===== config.mk =====
export PLATFORM = sky130hd
export DESIGN_NAME = ipc_irq_hub
export DESIGN_NICKNAME = d
export VERILOG_FILES = /design/src/rtl/ipc_irq_pkg.sv /design/src/rtl/ipc_irq_decode.sv /design/src/rtl/ipc_irq_pending.sv /design/src/rtl/ipc_irq_mask.sv /design/src/rtl/ipc_irq_doorbell.sv /design/src/rtl/ipc_irq_hub.sv
export SDC_FILE = /design/constraint.sdc
export NUM_CORES = 1
export LEC_CHECK = 0
export BUFFER_PORTS_ARGS = -buffer_cell sky130_fd_sc_hd__buf_2
export CORE_AREA = 5 5 116 118
export DETAILED_ROUTE_END_ITERATION = 12
export DIE_AREA = 0 0 121 123
export GPL_ROUTABILITY_DRIVEN = 0
export GPL_TIMING_DRIVEN = 0
export HOLD_SLACK_MARGIN = 0.08
export PLACE_DENSITY_LB_ADDON = 0.15
export SKIP_LAST_GASP = 1
export SLEW_MARGIN = 20
export SYNTH_ARGS = -nofsm -noshare
export SYNTH_HDL_FRONTEND = slang
export SYNTH_SLANG_ARGS = --single-unit

===== constraint.sdc =====
create_clock -name clk_i -period 1.71 [get_ports clk_i]
set_input_delay 0.0855 -clock clk_i [delete_from_list [all_inputs] [get_ports clk_i]]
set_output_delay 0.0855 -clock clk_i [all_outputs]
set_load 0.01 [all_outputs]

===== src/rtl/ipc_irq_pkg.sv =====
package ipc_irq_pkg;
  localparam int ADDR_W = 12;

  localparam logic [ADDR_W-1:0] OFF_RAW   = 12'h400;
  localparam logic [ADDR_W-1:0] OFF_MASK  = 12'h404;
  localparam logic [ADDR_W-1:0] OFF_STAT  = 12'h408;
  localparam logic [ADDR_W-1:0] OFF_CLR   = 12'h40C;
  localparam logic [ADDR_W-1:0] OFF_BELL  = 12'h420;
  localparam logic [ADDR_W-1:0] OFF_M_SET = 12'h500;
  localparam logic [ADDR_W-1:0] OFF_M_CLR = 12'h504;

  typedef enum logic [2:0] {
    RS_NONE, RS_RAW, RS_MASK, RS_STAT, RS_BELL
  } rsel_e;

  typedef struct packed {
    logic mask_wr;
    logic mask_set;
    logic mask_clr;
    logic pend_clr;
    logic bell_set;
  } wstb_t;
endpackage


===== src/rtl/ipc_irq_decode.sv =====
module ipc_irq_decode
  import ipc_irq_pkg::*;
(
  input  logic              req_i,
  input  logic              we_i,
  input  logic [ADDR_W-1:0] addr_i,
  output wstb_t             wstb_o,
  output rsel_e             rsel_o
);
  logic wr, rd;
  assign wr = req_i & we_i;
  assign rd = req_i & ~we_i;

  always_comb begin
    wstb_o          = '0;
    wstb_o.mask_wr  = wr && (addr_i == OFF_MASK);
    wstb_o.mask_set = wr && (addr_i == OFF_M_SET);
    wstb_o.mask_clr = wr && (addr_i == OFF_M_CLR);
    wstb_o.pend_clr = wr && (addr_i == OFF_CLR);
    wstb_o.bell_set = wr && (addr_i == OFF_BELL);
  end

  always_comb begin
    rsel_o = RS_NONE;
    if (rd) begin
      unique case (addr_i)
        OFF_RAW:  rsel_o = RS_RAW;
        OFF_MASK: rsel_o = RS_MASK;
        OFF_STAT: rsel_o = RS_STAT;
        OFF_BELL: rsel_o = RS_BELL;
        default:  rsel_o = RS_NONE;
      endcase
    end
  end
endmodule


===== src/rtl/ipc_irq_pending.sv =====
module ipc_irq_pending #(
  parameter int NUM_VEC = 32
) (
  input  logic               clk_i,
  input  logic               rst_ni,
  input  logic [NUM_VEC-1:0] event_i,
  input  logic [NUM_VEC-1:0] clr_i,
  output logic [NUM_VEC-1:0] raw_o
);
  for (genvar v = 0; v < NUM_VEC; v++) begin : g_vec
    logic ev_q, bit_q;
    always_ff @(posedge clk_i or negedge rst_ni) begin
      if (!rst_ni) begin
        ev_q  <= 1'b0;
        bit_q <= 1'b0;
      end else begin
        ev_q <= event_i[v];
        // new edge beats a same-cycle clear
        if (event_i[v] && !ev_q) bit_q <= 1'b1;
        else if (clr_i[v])       bit_q <= 1'b0;
      end
    end
    assign raw_o[v] = bit_q;
  end
endmodule


===== src/rtl/ipc_irq_mask.sv =====
module ipc_irq_mask #(
  parameter int NUM_VEC = 32
) (
  input  logic               clk_i,
  input  logic               rst_ni,
  input  logic               wr_i,
  input  logic               set_i,
  input  logic               clr_i,
  input  logic [NUM_VEC-1:0] wdata_i,
  output logic [NUM_VEC-1:0] mask_o
);
  always_ff @(posedge clk_i or negedge rst_ni) begin
    if (!rst_ni)    mask_o <= '0;
    else if (wr_i)  mask_o <= wdata_i;
    else if (set_i) mask_o <= mask_o | wdata_i;
    else if (clr_i) mask_o <= mask_o & ~wdata_i;
  end
endmodule


===== src/rtl/ipc_irq_doorbell.sv =====
module ipc_irq_doorbell #(
  parameter int NUM_VEC = 32
) (
  input  logic               clk_i,
  input  logic               rst_ni,
  input  logic [NUM_VEC-1:0] set_i,
  input  logic [NUM_VEC-1:0] clr_i,
  output logic [NUM_VEC-1:0] bell_o
);
  always_ff @(posedge clk_i or negedge rst_ni) begin
    if (!rst_ni) bell_o <= '0;
    else         bell_o <= (bell_o & ~clr_i) | set_i;
  end
endmodule


===== src/rtl/ipc_irq_hub.sv =====
module ipc_irq_hub
  import ipc_irq_pkg::*;
#(
  parameter int NUM_VEC = 32
) (
  input  logic               clk_i,
  input  logic               rst_ni,
  input  logic               req_i,
  input  logic               we_i,
  input  logic [ADDR_W-1:0]  addr_i,
  input  logic [NUM_VEC-1:0] wdata_i,
  output logic [NUM_VEC-1:0] rdata_o,
  input  logic [NUM_VEC-1:0] event_i,
  output logic               irq_o,
  output logic [NUM_VEC-1:0] bell_o,
  input  logic [NUM_VEC-1:0] bell_clr_i
);
  wstb_t              wstb;
  rsel_e              rsel;
  logic [NUM_VEC-1:0] raw_q, mask_q, stat;

  ipc_irq_decode i_decode (
    .req_i  (req_i),
    .we_i   (we_i),
    .addr_i (addr_i),
    .wstb_o (wstb),
    .rsel_o (rsel)
  );

  ipc_irq_pending #(.NUM_VEC(NUM_VEC)) i_pending (
    .clk_i   (clk_i),
    .rst_ni  (rst_ni),
    .event_i (event_i),
    .clr_i   (wdata_i & {NUM_VEC{wstb.pend_clr}}),
    .raw_o   (raw_q)
  );

  ipc_irq_mask #(.NUM_VEC(NUM_VEC)) i_mask (
    .clk_i   (clk_i),
    .rst_ni  (rst_ni),
    .wr_i    (wstb.mask_wr),
    .set_i   (wstb.mask_set),
    .clr_i   (wstb.mask_clr),
    .wdata_i (wdata_i),
    .mask_o  (mask_q)
  );

  ipc_irq_doorbell #(.NUM_VEC(NUM_VEC)) i_bell (
    .clk_i  (clk_i),
    .rst_ni (rst_ni),
    .set_i  (wdata_i & {NUM_VEC{wstb.bell_set}}),
    .clr_i  (bell_clr_i),
    .bell_o (bell_o)
  );

  assign stat  = raw_q & mask_q;
  assign irq_o = |stat;

  always_comb begin
    unique case (rsel)
      RS_RAW:  rdata_o = raw_q;
      RS_MASK: rdata_o = mask_q;
      RS_STAT: rdata_o = stat;
      RS_BELL: rdata_o = bell_o;
      default: rdata_o = '0;
    endcase
  end
endmodule


Word-level counts from Yosys, hierarchy flattened
Index checks and enable logic that the tools add are counted.
{"block": "totals", "mem_count": 0, "out_inout_bits": 65, "latchBits": 0, "romBits": 0, "elab_cells": 262, "ram_bits": 0, "ff_bits": 128}
{"block": "op_classes", "eq_ne": 11, "mul": 0, "n_addsub": 0, "n_reduce_logical": 103, "div_mod_pow": 0, "order_cmp": 0, "muxes": 70, "bitwise": 12, "shifts": 0}
{"op": "32-bit AND", "count": 5}
{"op": "32-bit case mux with 4 select lines", "count": 1}
{"op": "32-bit two-way mux", "count": 3}
{"op": "12-bit by 11-bit equality test with 1-bit output (second input constant)", "count": 7}
{"op": "1-bit two-way mux", "count": 64}
{"op": "32-bit inverter", "count": 2}
{"op": "32-bit OR", "count": 2}
{"op": "2-bit nonzero test", "count": 32}
{"op": "1-bit logical AND", "count": 37}
{"op": "1-bit logical NOT", "count": 32}
{"op": "32-bit OR reduction", "count": 1}
{"op": "3-bit case mux with 4 select lines", "count": 1}
{"op": "3-bit by 2-bit equality test with 1-bit output (second input constant)", "count": 2}
{"op": "3-bit by 1-bit equality test with 1-bit output (second input constant)", "count": 1}
{"op": "3-bit equality test (second input constant)", "count": 1}
{"op": "3-bit two-way mux", "count": 1}
{"op": "3-bit nonzero test", "count": 1}
{"op": "1-bit AND", "count": 2}
{"op": "1-bit inverter", "count": 1}

Longest topological paths before layout
Gate-level depths: netlist (run 1).
{"block": "logic_depth", "ltp_word": 5, "mapped_depth": 7, "ltp_nobuf": 4}

Hierarchy
A second synthesis (run 1) with hierarchy kept.
{"block": "unflattened", "cells_unflattened": 627, "hier_area_um2": 6377.4}
{"module": "ipc_irq_pending", "instances": 1, "cells_each": 192, "seq_area_each_um2": 1601.5, "area_each_um2": 2482.4}
{"module": "ipc_irq_mask", "instances": 1, "cells_each": 108, "seq_area_each_um2": 800.8, "area_each_um2": 1326.3}
{"module": "ipc_irq_hub", "instances": 1, "cells_each": 207, "seq_area_each_um2": 0.0, "area_each_um2": 1243.7}
{"module": "ipc_irq_doorbell", "instances": 1, "cells_each": 96, "seq_area_each_um2": 800.8, "area_each_um2": 1161.1}
{"module": "ipc_irq_decode", "instances": 1, "cells_each": 24, "seq_area_each_um2": 0.0, "area_each_um2": 163.9}

Worst setup path after synthesis (run 1)
OpenSTA, ideal clock, no wires.
{"block": "synth_path", "path_type": "input port to flip-flop", "startpoint": "in addr_i[11]", "endpoint": "reg with a tool-made name", "path_buffers": 2, "t_arrival_ps": 1302, "stages": 6, "required_time_ps": 1592, "setup_slack_ps": 290, "setup_time_ps": 118, "path_cell_list": "and4bb_2 > buf_2 > nand4_1 > clkbuf_1 > a22o_1 > a21o_1"}
{"item": "start, declared", "line": "ipc_irq_hub.sv:10", "text": "input logic [ADDR_W-1:0] addr_i,"}

==> summary.md, run 1 <==
| Metric | Value |
|---|---|
| Rows | `41` |
| Die ar. | `0.0149 sq mm` |
| Fin crit share | `1.17` |
| Final setup viols | `3` |
| Max Cap Viol | `0` |
| Simple-gate share of the synthesized area | `0.133` |
| Clk sinks | `128` |
| Yosys top cell area share | `0.512` |
| P_leak | `4.47 nW` |
| Slew of the pin with the lowest slew margin | `0.612 ns` |
| IO Count | `~180` |
| Pwr/cell area | `760 mW/mm^2` |
| Main flop type after synthesis | `dfrtp_1` |
| Largest net degree at the start of global routing | `87` |
| WS Path Type | `flip-flop to output port` |
| Worst Path Required | `~1.6 ns` |
| Pre-antenna DRT Iters | `7` |
| Total Wirelength | `23200 microns` |
| Worst Setup End Kind | `output port` |
| Failing checks | `negative setup slack` |
| Fillers | `830` |
| Seq cells post-synth | `128` |
| Vias in the first global route | `6577` |
| Vias post-DR | `6395` |
| Yosys warning count | `0` |
| Compound-Gate Fraction of Synth Area | `0.280` |
| Final antenna diode count | `0` |
| Most common cell in the netlist | `dfrtp_1` |
| RSZ-0062 raised after global routing | `yes` |
| Area of the multi-input gates | `0.00271 sq mm` |
| Clock Root Buffer | `clkbuf_16` |
| Seq/Total Area, Yosys | `0.512` |
| Synth Cell Area | `around 0.0063 sq mm` |
| Critical Path AT | `1.91 ns` |
| Worst-case clock buffer depth | `2` |
| Largest family of logic cells by synthesized area | `compound AO/OA/AOI/OAI gates` |
| Max_slew headroom | `0.592` |
| Initial Utilization | `0.506` |
| Clock Skew | `0.00544 ns` |
| XOR/XNOR Fraction of Synth Area | `0.00400` |
| Clock slew at reported path FFs | `0.06 ns` |
| CP max FO | `5` |
| Total Power | `7.05 mW` |
| Routed WL per cell | `21.3 microns` |
| H-tree levels | `4` |
| Post-synthesis mux area share | `0` |
| Final HPWL DP | `14600 microns` |
| Routed Antenna Nets | `0` |
| WHS | `0.140 ns` |
| Fin. max-slew vios | `0` |
| Fraction of layout cells with a size suffix above 1 | `0.310` |
| Port buffer count | `around 180` |
| Layout area overhead | `48.3%` |
| Synth cell count leaders | `dfrtp_1 (128), a22o_1 (96), inv_1 (64)` |
| Syn Nets | `around 710` |
| DRT iter0 DRCs | `632` |
| Register area | `0.00321 sq mm` |
| Synth area leaders | `dfrtp_1 (51%), a22o_1 (13%), a221o_1 (4.3%)` |
| Die W | `121 microns` |
| First-pass GRT wire length | `35600 microns` |
| Post-route setup slack | `-0.290 ns` |
| Outcome | `finished, violations left` |
| Async S/R FF share, synth | `1.00` |
| Max Fclk | `about 0.50 GHz` |
| GRT overflow | `0` |
| Finished Core Util | `0.750` |
| Crit path launch type | `flip-flop` |
| Synth Area in Adders | `0` |
| CTS tree | `built` |
| Antenna violations before repair | `0` |
| Worst min-delay path category | `primary input to async pin` |
| Skew-Pair Late Insertion Delay | `0.43 ns` |
| Hold Vio Cnt, Final | `0` |
| Syn_area_per_cell | `around 10 sq um` |
| Post-route DRC | `0` |
| Overall Global Routing Usage | `0.314` |
| Unique masters post-synth | `32` |
| Vias per cell | `5.86` |
| Nets | `1021` |
| Core area | `0.0124 sq mm` |
| Final Critical Period | `2.00 ns` |
| Synth area leader | `dfrtp_1` |
| Max VDD drop | `around 0.63 mV` |
| Gate Count Post-Synth | `596` |
| Die height | `123 microns` |
| Number of synthesized flops with an enable pin | `0` |
| Cts bufs inserted | `17` |
## cell type report
cell class,instances,area share
tap,172,0.0232
buffer,34,0.0246
timing repair buffer,298,0.230
sequential,128,0.346
clock inverter,5,0.00324
inverter,64,0.0259
clock buffer,25,0.0545
multi-input combinational,366,0.292
## cell usage in the layout (no fill, tap or decap), types with 7 or more instances in the layout
cell type,n
inv_1,64
buf_4,24
a31oi_1,25
nor2_1,28
a21o_1,32
a22oi_1,12
dfrtp_1,123
nand2_1,32
and3_1,27
nand4_1,7
clkbuf_16,18
a22o_1,96
nor2b_1,33
a221o_1,27
buf_2,185
dlygate4sd3_1,97
## routing by layer
layer  routed length, microns  up-vias  share of wire  track usage
li1                         -     2832              -            -
met1                     9080     3114           0.39        0.404
met2                    11000      374           0.48        0.501
met3                     2230       75          0.096       0.0823
met4                      868        0          0.037        0.140
met5                        0        -              0            0
## through the flow
step	instances	setup WS (ns)	setup TNS [ns]	instance area, sq um
after floorplan	596	0.290	0	6250
after global routing	1092	-0.343	-0.700	9280
final	1092	-0.290	-0.322	9280
after detailed placement	945	-0.406	-22.79	7390
after CTS	1087	-0.286	-0.286	9160
after global placement	944	-1.11	-162.83	7350
## worst max-delay path: stages, from the launching register on
cell     delay, ns
dfrtp_1       0.42
a22oi_1       0.26
nand4_1       0.12
or4_1         0.52
buf_2         0.17
## cell families (layout without fill, tap and decap cells)
| kind of cell | after synthesis | after routing |
|---|---|---|
| AO/OA/AOI/OAI | 214 | 214 |
| AND/OR/NAND/NOR | 150 | 150 |
| flip-flops | 128 | 128 |
| buffers and inverters | 102 | 426 |
| XOR/XNOR | 2 | 2 |
## final timing paths
path | from | cells past startpoint | slack, ns | end
worst min register to register | i_bell.bell_o[3]$_DFF_PN0_ | 1 | 0.52 | i_bell.bell_o[3]$_DFF_PN0_
max in group asynchronous | rst_ni | 3 | 0.82 | async pin
worst max-delay path | flip-flop | 4 | -0.29 | irq_o
worst min-delay path | rst_ni | 2 | 0.14 | i_pending.g_vec[25].ev_q$_DFF_PN0_
worst max register to register | flip-flop | 4 | 0.61 | flip-flop
min in group clk_i | we_i | 4 | 0.19 | flip-flop
## repair_timing
item / CTS / global route
setup buffers: 16 / 6
hold buffers: 97 / 0
setup endpoints to repair: 32 / 49
pin swaps: 9 / 13
hold endpoints to repair: 256 / 0
gates resized for setup: 42 / 25
cloned: 2 / 1
## where the power goes
| group | leakage (nW) | switching, mW | internal [mW] | total [mW] |
|---|---|---|---|---|
| Combinational | 2.83 | 0.331 | 0.326 | 0.657 |
| Sequential | 1.38 | 0.0116 | 3.07 | 3.08 |
| Clock | 0.261 | 1.29 | 2.02 | 3.31 |
No activity file was read; power rests on OpenSTA's default activity.
==> run 2, diff against run 1 <==
CORE_AREA = 5 5 114 116   (was 5 5 116 118)
CTS_BUF_LIST = sky130_fd_sc_hd__clkbuf_2 sky130_fd_sc_hd__clkbuf_4 sky130_fd_sc_hd__clkbuf_8   (was default)
DIE_AREA = 0 0 119 121   (was 0 0 121 123)
==> run 2 against run 1 <==
Effect of this change:
- final cell count shrank 1.8%
- combinational power shrank 0.6%
- non-clock buffer count grew 3
- critical path depth is the same
- clock skew grew 0.0018 ns
- largest power group is now sequential cells
- the run still ends with negative setup slack left
- sequential power is essentially flat
- critical path type unchanged
- first-iteration DRC count shrank 6.2%
- clock-buffer cell count grew 2
==> summary.md, run 2 (synthesis results as in run 1) <==
| Metric | Value |
|---|---|
| Max_slew headroom | `0.580` |
| Worst Path Required | `1.62 ns` |
| GRT overflow | `0` |
| WL met1 | `8940 microns` |
| Antenna violations before repair | `0` |
| Die ar. | `0.0144 sq mm` |
| Crit path capture | `irq_o` |
| Fin cells | `between 1000 and 1500` |
| Worst min-delay path category | `primary input to async pin` |
| Fraction of layout cells with a size suffix above 1 | `0.335` |
| Nets | `between 1000 and 1500` |
| Clock Root Buffer | `clkbuf_8` |
| Port buffer count | `176` |
| RSZ-0062 raised after global routing | `yes` |
| Routed Antenna Nets | `0` |
| Max Fclk | `roughly 0.5 GHz` |
| Cells after DPL | `920` |
| Total Wirelength | `23100 microns` |
| Routed WL per cell | `21.6 microns` |
| Core area | `0.0118 sq mm` |
| Die W | `119 microns` |
| Critical Path AT | `1.95 ns` |
| Most common cell after layout, fill and taps aside | `buf_2` |
| P_leak | `4.44 nW` |
| Final Critical Period | `2.04 ns` |
| WHS | `between 0.09 and 0.1 ns` |
| Pwr/cell area | `700 mW/mm^2` |
| Crit path launch type | `flip-flop` |
| Hold Vio Cnt, Final | `0` |
| DP Area | `0.00736 sq mm` |
| Clock Skew | `~0.0073 ns` |
| Clock slew at reported path FFs | `0.07 ns` |
| Register area | `0.00322 sq mm` |
| DRT iter0 DRCs | `593` |
| Post-route DRC | `0` |
| Overall Global Routing Usage | `0.317` |
| Setup WS pre-CTS | `-0.385 ns` |
| Fin. max-slew vios | `0` |
| Fin crit share | `1.19` |
| Final antenna diode count | `0` |
| Max VDD drop | `approximately 0.53 mV` |
| FF-to-FF path depth | `5` |
| Vias post-DR | `between 6000 and 7000` |
| Initial Utilization | `0.530` |
| Most frequent cells in the layout | `buf_2 (184), dfrtp_1 (116), dlygate4sd3_1 (97), a22o_1 (96), inv_1 (64)` |
| Max Cap Viol | `0` |
| Critical-path top delay cell | `or4_4` |
| Clk sinks | `128` |
| Vias in the first global route | `between 6000 and 7000` |
| H-tree levels | `4` |
| Fillers | `approximately 750` |
| Largest stage delay on the critical path | `slightly above 0.5 ns` |
| Final setup viols | `7` |
| Register-to-register setup slack | `between 0.4 and 0.5 ns` |
| CTS tree | `built` |
| Slew of the pin with the lowest slew margin | `~0.63 ns` |
| Largest net degree at the start of global routing | `between 90 and 100` |
| First-pass GRT wire length | `35200 microns` |
| Failing checks | `negative setup slack` |
| IO Count | `177` |
| Post-route setup slack | `-0.330 ns` |
| Die height | `about 120 microns` |
| Skew-Pair Late Insertion Delay | `0.46 ns` |
| Met3 Routed Length | `2160 microns` |
| Worst-case clock buffer depth | `2` |
| Pre-antenna DRT Iters | `5` |
| Met2 WL | `11300 microns` |
| CP cell instances | `a22oi_2 -> nand4_1 -> or4_4 -> buf_6` |
| Worst Setup End Kind | `output port` |
| Top layer in use | `met4` |
| WS Path Type | `flip-flop to output port` |
| Outcome | `finished, violations left` |
| Vias per cell | `5.97` |
| Layout area overhead | `47.3%` |
| Area of the multi-input gates | `approximately 0.0028 sq mm` |
| Cts bufs inserted | `17` |
| Final instance area | `0.00921 sq mm` |
| CP max FO | `2` |
| Rows | `40` |
| Final HPWL DP | `14600 microns` |
==> run 2: cell types whose count changed in the layout (fill, tap and decap cells not counted), sizes merged <==
cell	before	now
bufinv	0	2
clkinvlp	2	0
buf	222	224
clkbuf	38	41
==> run 2: final cells by class <==
| class | instances | area share |
|---|---|---|
| multi-input cells | 366 | 0.299 |
| plain buffers | 37 | 0.0272 |
| well taps | 147 | 0.0200 |
| clock inverters | 5 | 0.00815 |
| flip-flops and latches | 128 | 0.349 |
| clock buffers | 27 | 0.0369 |
| inverters | 64 | 0.0261 |
| repair buffers | 298 | 0.234 |
==> run 2: worst min path at each step <==
stage	from	end	cells after the start
final	rst_ni	i_pending.g_vec[25].bit_q$_DFFE_PN0P_	2
after global routing	rst_ni	i_bell.bell_o[25]$_DFF_PN0_	2
after CTS	rst_ni	i_bell.bell_o[25]$_DFF_PN0_	2
after detailed placement	rst_ni	i_pending.g_vec[25].bit_q$_DFFE_PN0P_	1
after global placement	event_i[25]	i_pending.g_vec[25].ev_q$_DFF_PN0_	1
after floorplan	rst_ni	async pin	0
==> run 2: power by group <==
part | total [mW] | leakage, nW | internal, mW | switching, mW
clock | 2.72 | 0.221 | 1.56 | 1.16
sequential | 3.08 | 1.38 | 3.07 | 0.0121
combinational | 0.653 | 2.84 | 0.327 | 0.325
==> run 2: routing by layer <==
| layer | track usage | up-vias |
|---|---|---|
| met1 | 0.393 | 3130 |
| met4 | 0.140 | 0 |
| met3 | 0.0909 | 63 |
| met5 | 0 | - |
| li1 | - | 2827 |
| met2 | 0.516 | 384 |
==> run 2: repair_timing <==
item / 4_1_cts / 5_1_grt
setup buffers: 7 / 14
endpoints found under the hold margin: 256 / 0
pin swaps: 7 / 14
cloned: 0 / 3
hold buffers: 97 / 0
gates resized for setup: 41 / 48
endpoints found under the setup margin: 33 / 30
==> run 2: metrics by stage <==
stage	utilization	setup TNS [ns]	total power [mW]
6_report	0.780	-0.610	6.45
4_1_cts	0.755	-0.403	6.44
3_5_place_dp	0.623	-23.63	3.56
2_1_floorplan	-	0	3.26
5_1_grt	0.780	-1.39	6.65
3_3_place_gp	0.620	-162.60	3.54
==> run 2: worst max-delay path, delay by kind of cell, from the launching register on <==
family / cells / cell delay [ns]
buffers and inverters: 1 / 0.14
DFF: 1 / 0.43
and+or+nand+nor: 2 / 0.68
AOI/OAI and AO/OA: 1 / 0.24
==> run 3, diff against run 2 <==
HOLD_SLACK_MARGIN = 0.06   (was 0.08)
SETUP_SLACK_MARGIN = 0.1   (was default)
==> run 3 against run 2 <==
Effect of this change:
- the run still ends with negative setup slack left
- sequential share of layout area fell by 1.2 points
- total power rose by 0.79%
- core utilization rose by 3.1 points
- non-clock buffer count rose by 20
- via count rose by 3.3%
- clock skew barely moved
- wire length rose by 3.0%
- final cell count rose by 2.0%
- combinational power rose by 6.0%
- worst setup slack improved by 0.015 ns
- highest routed layer unchanged
==> summary.md, run 3 (synthesis results as in run 1) <==
| Metric | Value |
|---|---|
| Outcome | `finished, violations left` |
| Failing checks | `negative setup slack` |
| Clk sinks | `128` |
| Fin crit share | `1.18` |
| Total Power | `6.50 mW` |
| Clock Root Buffer | `clkbuf_8` |
| Clock Skew | `between 0.007 and 0.008 ns` |
| Skew-Pair Late Insertion Delay | `0.46 ns` |
| GRT overflow | `0` |
| Total Wirelength | `23800 microns` |
| WS Path Type | `flip-flop to output port` |
| Layout area overhead | `53.1%` |
| P_leak | `4.59 nW` |
| Post-route DRC | `0` |
| Family with the most delay on the worst path | `simple AND/OR/NAND/NOR gates` |
| Crit path depth | `4` |
| Cts bufs inserted | `17` |
| CP cell instances | `a22oi_2 -> nand4_1 -> or4_4 -> buf_6` |
| Overall Global Routing Usage | `0.325` |
| Clock slew at reported path FFs | `0.07 ns` |
| Final HPWL DP | `about 15000 microns` |
| Vias per cell | `just over 6` |
| Worst Setup End Kind | `output port` |
| Max VDD drop | `0.538 mV` |
| Post-route setup slack | `-0.315 ns` |
| Die height | `121 microns` |
| Vias post-DR | `~6600` |
| Critical-path top delay cell | `or4_4` |
| Most common cell after layout, fill and taps aside | `buf_2` |
| Fin. max-slew vios | `0` |
| CP max FO | `2` |
| H-tree levels | `4` |
| DRT iter0 DRCs | `685` |
| Routed WL per cell | `between 20 and 25 microns` |
| Rows | `40` |
| Max Fclk | `between 0.4 and 0.5 GHz` |
| RSZ-0062 raised after global routing | `yes` |
| Largest stage delay on the critical path | `0.51 ns` |
| Vias in the first global route | `between 6000 and 7000` |
| Initial Utilization | `0.530` |
| First-pass GRT wire length | `between 30000 and 40000 microns` |
| Worst Path Required | `1.62 ns` |
| CP bufs+invs | `1` |
| Core area | `0.0118 sq mm` |
| Final Critical Period | `2.03 ns` |
| Max_slew headroom | `0.577` |
| Max Cap Viol | `0` |
| Worst min-delay path category | `primary input to async pin` |
| Critical Path AT | `1.94 ns` |
| Antenna violations before repair | `1` |
| Largest net degree at the start of global routing | `91` |
| Die ar. | `0.0144 sq mm` |
| Crit path launch type | `flip-flop` |
| Most frequent cells in the layout | `buf_2 (176), dfrtp_1 (109), dlygate4sd3_1 (97), a22o_1 (96), inv_1 (64)` |
| Routed Antenna Nets | `0` |
| IO Count | `177` |
| Finished Core Util | `0.811` |
| Pre-antenna DRT Iters | `6` |
| Fraction of layout cells with a size suffix above 1 | `0.364` |
| Nets | `approximately 1000` |
| FF-to-FF path depth | `5` |
| Port buffer count | `176` |
| Final setup viols | `7` |
| Hold Vio Cnt, Final | `0` |
| Die W | `~120 microns` |
| CTS tree | `built` |
| Slew of the pin with the lowest slew margin | `about 0.63 ns` |
| Pwr/cell area | `679 mW/mm^2` |
| Worst-case clock buffer depth | `2` |
-- run 3: path summary, 6_finish.rpt --
| path | from | slack [ns] | endpoint |
|---|---|---|---|
| max | i_pending.g_vec[23].bit_q$_DFFE_PN0P_ | -0.32 | irq_o |
| max reg2reg | flip-flop | 0.49 | flip-flop |
| max in group asynchronous | rst_ni | 0.83 | async pin |
| min in group clk_i | we_i | 0.15 | flip-flop |
| min reg2reg | i_bell.bell_o[10]$_DFF_PN0_ | 0.53 | i_bell.bell_o[10]$_DFF_PN0_ |
| min | rst_ni | 0.10 | i_bell.bell_o[25]$_DFF_PN0_ |
-- run 3: layout make-up --
class,instances,area (sq um)
fillers,672,2230
flip-flops and latches,128,3230
well taps,147,184
repair buffers,318,2390
clock buffers,27,340
plain buffers,37,298
multi-input cells,366,2820
diodes,1,2.50
inverters,64,240
clock inverters,5,75.1
-- run 3: where the power goes --
group	leakage [nW]	internal, mW	switching (mW)
logic	3.00	0.355	0.337
registers	1.37	3.07	0.0120
clock network	0.221	1.56	1.17
-- run 3: metal layers --
| metal | track usage | vias up | part of all wire |
|---|---|---|---|
| met5 | 0 | - | 0 |
| met4 | 0.151 | 0 | 0.045 |
| met3 | 0.0965 | 96 | 0.10 |
| met2 | 0.533 | 428 | 0.48 |
| met1 | 0.395 | 3213 | 0.37 |
| li1 | - | 2876 | - |
-- run 3: per-stage QoR --
step | setup TNS, ns | hold slack (ns) | setup WS [ns] | instance area, sq um | instances
5_1_grt | -1.04 | 0.126 | -0.369 | 9580 | 1093
3_3_place_gp | -162.60 | 0.209 | -1.11 | 7320 | 919
3_5_place_dp | -23.63 | -0.0130 | -0.385 | 7360 | 920
6_report | -0.516 | 0.103 | -0.315 | 9580 | 1093
2_1_floorplan | 0 | -0.210 | 0.290 | 6250 | 596
4_1_cts | -0.376 | 0.104 | -0.326 | 9220 | 1070
-- run 3: repair_timing --
| item | CTS | global route |
|---|---|---|
| cloned | 3 | 1 |
| setup buffers | 18 | 24 |
| hold buffers | 97 | 0 |
| setup endpoints to repair | 33 | 33 |
| pin swaps | 18 | 33 |
| hold endpoints to repair | 256 | 0 |
| gates resized for setup | 70 | 63 |
